`config.mk`:
```
export PLATFORM = sky130hd
export DESIGN_NAME = cascade_capture_timer
export DESIGN_NICKNAME = d
export VERILOG_FILES = /design/src/rtl/cascade_capture_timer.sv
export SDC_FILE = /design/constraint.sdc
export NUM_CORES = 1
export LEC_CHECK = 0
export BUFFER_PORTS_ARGS = -buffer_cell sky130_fd_sc_hd__buf_4
export CAP_MARGIN = 20
export CORE_ASPECT_RATIO = 1.2
export CORE_MARGIN = 2
export CORE_UTILIZATION = 45
export DETAILED_ROUTE_END_ITERATION = 12
export PLACE_DENSITY = 0.65
export SLEW_MARGIN = 15
export SYNTH_ARGS = -nofsm -noshare
export SYNTH_HDL_FRONTEND = slang
export SYNTH_SLANG_ARGS = --single-unit
```
`constraint.sdc`:
```
create_clock -name clk -period 2.6 [get_ports clk]
set_input_delay 0.13 -clock clk [delete_from_list [all_inputs] [get_ports clk]]
set_output_delay 0.13 -clock clk [all_outputs]
set_load 0.1 [all_outputs]
```
`src/rtl/cascade_capture_timer.sv`:
```
module cascade_capture_timer #(
  parameter int HALF_W      = 16,
  parameter int SYNC_STAGES = 2
) (
  input  logic                  clk,
  input  logic                  rst_n,
  input  logic                  enable,
  input  logic                  cap_pin,
  input  logic                  cap_read,
  input  logic                  cap_flag_clr,
  output logic [2*HALF_W-1:0]   cap_value,
  output logic                  cap_flag,
  output logic                  ovf_evt,
  output logic                  err_evt
);
  localparam logic [HALF_W-1:0] HALF_MAX = '1;

  logic [SYNC_STAGES:0] sync_q;
  logic [HALF_W-1:0]    lo_cnt, hi_cnt, cap_lo, cap_hi;
  logic                 carry_q, hi_pend, buf_full;
  logic                 cap_evt, take;

  // pin synchroniser plus one stage for edge detection
  always_ff @(posedge clk or negedge rst_n)
    if (!rst_n) sync_q <= '1;
    else        sync_q <= {sync_q[SYNC_STAGES-1:0], cap_pin};

  assign cap_evt = sync_q[SYNC_STAGES] & ~sync_q[SYNC_STAGES-1];
  assign take    = cap_evt & (~buf_full | cap_read);

  always_ff @(posedge clk or negedge rst_n)
    if (!rst_n) begin
      lo_cnt  <= '0;
      carry_q <= 1'b0;
    end else begin
      carry_q <= enable && (lo_cnt == HALF_MAX);
      if (enable) lo_cnt <= lo_cnt + 1'b1;
    end

  always_ff @(posedge clk or negedge rst_n)
    if (!rst_n) begin
      hi_cnt  <= '0;
      ovf_evt <= 1'b0;
    end else begin
      ovf_evt <= carry_q && (hi_cnt == HALF_MAX);
      if (carry_q) hi_cnt <= hi_cnt + 1'b1;
    end

  // lower half latched on the event, upper half one cycle later
  always_ff @(posedge clk or negedge rst_n)
    if (!rst_n) begin
      cap_lo   <= '0;
      cap_hi   <= '0;
      hi_pend  <= 1'b0;
      buf_full <= 1'b0;
      cap_flag <= 1'b0;
      err_evt  <= 1'b0;
    end else begin
      hi_pend <= take;
      err_evt <= cap_evt & ~take;
      if (take)    cap_lo <= lo_cnt;
      if (hi_pend) cap_hi <= hi_cnt;
      if (hi_pend)       buf_full <= 1'b1;
      else if (cap_read) buf_full <= 1'b0;
      if (hi_pend)           cap_flag <= 1'b1;
      else if (cap_flag_clr) cap_flag <= 1'b0;
    end

  assign cap_value = {cap_hi, cap_lo};

  assert_lo_hold_R1: assert property (@(posedge clk) disable iff (!rst_n)
    !enable |=> $stable(lo_cnt));
  assert_hi_on_carry_R2: assert property (@(posedge clk) disable iff (!rst_n)
    !carry_q |=> $stable(hi_cnt));
  assert_single_pulse_R4: assert property (@(posedge clk) disable iff (!rst_n)
    cap_evt |=> !cap_evt);
  assert_flag_with_full_R6: assert property (@(posedge clk) disable iff (!rst_n)
    $rose(cap_flag) |-> buf_full);
  assert_lost_keeps_value_R7: assert property (@(posedge clk) disable iff (!rst_n)
    err_evt |-> $stable(cap_lo));
  assert_ovf_pulse_R8: assert property (@(posedge clk) disable iff (!rst_n)
    ovf_evt |=> !ovf_evt);
endmodule

```
# After elaboration in Yosys (flattened, before gate mapping)
# Index checks and enable logic that the tools add are counted.
[totals]
reg_bits = 73
latchBits = 0
mem_bits_rw = 0
romBits = 0
input_bits = 6
output_inout_bits = 35
n_memories = 0
[op_classes]
n_addsub = 2
multipliers = 0
div_mod_pow = 0
n_lt_le_gt_ge = 0
eq_ne = 2
n_shift = 0
n_mux = 4
bitwise = 7
n_reduce_logical = 4
[op_table]
columns = ["op", "n"]
rows = [
  ["16-bit by 1-bit adder with 16-bit output, second input constant", 2],
  ["16-bit == test, second input constant", 2],
  ["1-bit two-way mux", 4],
  ["2-bit nonzero test", 2],
  ["1-bit AND", 3],
  ["1-bit NOT", 3],
  ["1-bit logical AND", 2],
  ["1-bit bitwise OR", 1],
]

# Depth between registers and ports, before layout
[logic_depth]
word_depth = 5
depth_mapped = 5

# Least setup slack after synthesis
# No wires, ideal clock.
[synth_timing]
kind = "flip-flop to flip-flop"
startpoint = "reg sync_q[1]"
endpoint = "reg cap_lo[10]"
setup_ps = 128
t_arrival_ps = 1175
t_required_ps = 2472
path_slack_ps = 1297
stages_incl_launch_ff = 4
period_less_slack_ps = 1303
cell_sequence = "dfstp_2 > nand3b_4 > buf_4 > mux2_1"
[synth_via]
elab_chain_cells = 3
[synth_rtl]
columns = ["item", "line_no", "rtl"]
rows = [
  ["start, declared", "18", "logic [SYNC_STAGES:0] sync_q;"],
  ["start signal, assigned", "26", "else sync_q <= {sync_q[SYNC_STAGES-1:0], cap_pin};"],
  ["1-bit NOT", "28", "assign cap_evt = sync_q[SYNC_STAGES] & ~sync_q[SYNC_STAGES-1];"],
  ["1-bit AND", "28", ""],
  ["1-bit AND", "29", "assign take = cap_evt & (~buf_full | cap_read);"],
  ["end signal, assigned", "61", "if (take) cap_lo <= lo_cnt;"],
  ["end, declared", "19", "logic [HALF_W-1:0] lo_cnt, hi_cnt, cap_lo, cap_hi;"],
]
# No other way between the ends.
# A chain may end at the register's enable or synchronous reset.

# Final worst setup path
[layout_timing]
startpoint = "reg hi_cnt[0]"
endpoint = "reg hi_cnt[10]"
[layout_via]
elab_chain_cells = 1
[layout_rtl]
columns = ["item", "line_no", "rtl"]
rows = [
  ["start, declared", "19", ""],
  ["start signal, assigned", "46", "if (carry_q) hi_cnt <= hi_cnt + 1'b1;"],
  ["16-bit by 1-bit adder with 16-bit output", "46", ""],
]
# No other way between the ends.

==> flow_metrics.env <==
export IMPL_hold_end="lo_cnt[0]"
export IMPL_clkPwrFrac_pct=31.2
export IMPL_clock_path_buffers=2
export IMPL_ff2ff_path_depth=5
export IMPL_fp_coreArea_um2=6326
export IMPL_hold_start="enable"
export IMPL_period_share_pct=54.13
export IMPL_clock_sinks=73
export IMPL_hold_viol=0
export IMPL_required_ns=2.81
export IMPL_clk_latency_ns=0.33
export IMPL_nFillCells=559
export IMPL_rsz0062_at_grt="false"
export IMPL_routabilityCongestion=0.7315
export IMPL_hold_depth=2
export IMPL_cts_buffers=9
export IMPL_h_tree_depth=3
export IMPL_cts_resized=0
export IMPL_ys_warnings_count=0
export IMPL_wl_per_cell_um=12.88
export IMPL_cp_arrival_ns=1.62
export IMPL_postSynthNetCount=210
export IMPL_fin_cells=342
export IMPL_cap_violations=0
export IMPL_reg2reg_from="hi_cnt[0]"
export IMPL_vdd_drop_max_mv=0.7751
export IMPL_die_h_um=91.87
export IMPL_cellInternalPower_mw=1.982
export IMPL_drc_errors=0
export IMPL_power_density_nw_per_um2=841.1
export IMPL_outcome="completed"
export IMPL_max_slew_worst_pin_slew_ns=0.8906
export IMPL_mappedNetlistArea_um2=2895
export IMPL_multi_input_area_um2=1015
export IMPL_ys_flop_type="dfrtp_1"
export IMPL_fin_setup_tns_ns=0
export IMPL_yosys_register_bits=73
export IMPL_place_inst=324
export IMPL_clockRootBuffer="clkbuf_8"
export IMPL_die_w_um=77.23
export IMPL_antenna_cells=0
export IMPL_end_kind="flip-flop"
export IMPL_path_class="reg -> reg"
export IMPL_portBuffers=40
export IMPL_grt_usage_pct=13.91
export IMPL_cts_tree="yes"
export IMPL_grt_overflow_total=0
export IMPL_wl_um=4406
export IMPL_drt_iter0_markers=50
export IMPL_grt_pass1_wl_um=7679
export IMPL_swShare_pct=32.84
export IMPL_fmax_mhz=710.5
export IMPL_antenna_left=0
export IMPL_synth_cell_types=28
export IMPL_synth_edff_count=0
export IMPL_startpoint_type="flip-flop"
export IMPL_drtPass1Iterations=4
export IMPL_grt_max_degree=74
export IMPL_ys_seq_area_share_pct=63.22
export IMPL_synthCells=202
export IMPL_reg2reg_slack_ns=1.19
export IMPL_finalWorstSetupSlack_ns=1.193
export IMPL_holdCritPathClass="in -> reg"
export IMPL_power_frac_seq_pct=45.8
export IMPL_grt_pass1_vias=1681
export IMPL_layout_drive_gt1_share_pct=36.96
export IMPL_ioPinCount=41
export IMPL_vias=1643
export IMPL_fin_crit_ns=1.407
export IMPL_nNetsFinal=260
export IMPL_p_leak_nw=1.777
export IMPL_power_frac_comb_pct=23.0
export IMPL_worst_path_max_fanout=5
export IMPL_finalSetupViolCount=0
export IMPL_async_reset_ff_share_pct=100.0
export IMPL_power_mw=2.951
export IMPL_antenna_found_initial=0
export IMPL_die_area_um2=7095
export IMPL_clk_pin_slew_ns=0.07
export IMPL_seq_area_um2=1831
export IMPL_rows=32
export IMPL_slew_violations=0
export IMPL_syn2layout_area_growth_pct=21.18
export IMPL_synth_area_per_cell_um2=14.33
export IMPL_cts_setup_buffers=0
export IMPL_viasPerCell=4.804
export IMPL_max_slew_margin_rel_pct=40.62
export IMPL_pre_cts_slack_ns=1.200
export IMPL_skew_ns=0.006673
export IMPL_p_switching_uw=969.0
export IMPL_worstReg2RegEnd="hi_cnt[10]"
export IMPL_hpwl_um=2934
export IMPL_initial_utilization_pct=45.77
## what timing repair did
action,in CTS,in global routing
hold buffers,2,0
endpoints found under the setup margin,0,0
hold endpoints to repair,71,0
## cells by family after synthesis
family	share of synthesized area (%)
compound gates	0.4321
xor+xnor	9.075
fa+ha+maj	0.8642
buf+inv	1.729
flops	63.22
mux	12.84
simple gates	11.84
## per-stage QoR
step	cell area (um^2)	hold slack [ns]	utilization [%]
after floorplan	2895	-0.1656	-
after global placement	3284	0.2396	51.92
after detailed placement	3284	0.2412	51.92
after CTS	3508	0.005452	55.46
after global routing	3508	0.01762	55.46
final	3508	0.02239	55.46
## Yosys cell counts (2+ instances only)
master | count | share of area, %
nand2_1 | 19 | 2.5
nor3_1 | 2 | 0.35
xnor2_1 | 22 | 6.7
and3_1 | 2 | 0.43
nand3_1 | 5 | 0.86
nand4_1 | 4 | 0.86
buf_2 | 2 | 0.35
nand4_2 | 4 | 1.7
nor2_2 | 2 | 0.43
nor3_4 | 2 | 1.1
dfrtp_1 | 70 | 61
dfstp_2 | 3 | 2.7
inv_1 | 4 | 0.52
ha_1 | 2 | 0.86
nand3_2 | 3 | 1.0
xor2_1 | 8 | 2.4
mux2_2 | 26 | 10
nor2_1 | 6 | 0.78
mux2_1 | 7 | 2.7
## layer usage
metal / share of wire [%] / vias up / global-route usage (%)
met3: 3.6 / 4 / 3.150
met2: 51 / 34 / 22.97
met4: 0.93 / 0 / 6.696
met1: 45 / 824 / 17.25
met5: 0 / - / 0
li1: - / 781 / -
## cells in the final DEF, fill, tap and decap left out, drive strengths merged
cell type,count
bufinv,3
nor3,4
nand4,8
a21o,1
xor2,8
and3,2
nand2b,2
and4,1
dlygate4sd3,2
nand3,8
nand2,19
buf,40
ha,2
nor2,8
inv,4
mux2,33
nand3b,1
clkbuf,13
xnor2,22
o21ai,1
dfrtp,70
dfstp,3
nor3b,1
clkinv,1
## state kept, by name, summed over array words and instances (netlist names), 3 cells and up
| name | count |
|---|---|
| cap_hi | 16 |
| cap_lo | 16 |
| hi_cnt | 16 |
| lo_cnt | 16 |
| sync_q | 3 |
## critical path, stage by stage (launching register included)
cell,delay [ns]
dfrtp_1,0.41
ha_1,0.21
nand4_2,0.15
nor2_2,0.24
nand4_1,0.15
xnor2_1,0.14
## power by group through the flow
stage | registers (mW) | clock network, mW | logic [mW]
finish | 1.35 | 0.921 | 0.679
global route | 1.37 | 1.00 | 0.709
CTS | 1.36 | 0.949 | 0.686
detailed placement | 1.38 | 0 | 0.680
global placement | 1.37 | 0 | 0.679
floorplan | 1.72 | 0 | 0.180
## how the worst max path moves through the flow
| stage | cells past startpoint | end | slack, ns | start |
|---|---|---|---|---|
| after CTS | 5 | hi_cnt[10] | 1.18 | hi_cnt[0] |
| after floorplan | 3 | cap_lo[10] | 1.30 | sync_q[1] |
| after detailed placement | 5 | hi_cnt[10] | 1.20 | hi_cnt[0] |
| after global routing | 5 | hi_cnt[10] | 1.07 | hi_cnt[0] |
| after global placement | 5 | hi_cnt[10] | 1.25 | hi_cnt[0] |
| final | 5 | hi_cnt[10] | 1.19 | hi_cnt[0] |
## layout make-up
type	count	share of cell area, %
flip-flops and latches	73	52.18
multi-input cells	121	28.92
repair buffers	42	9.130
clock buffers	13	3.959
well taps	85	3.031
clock inverters	3	1.854
inverters	5	0.9272
Power figures use the tool's default switching activity.
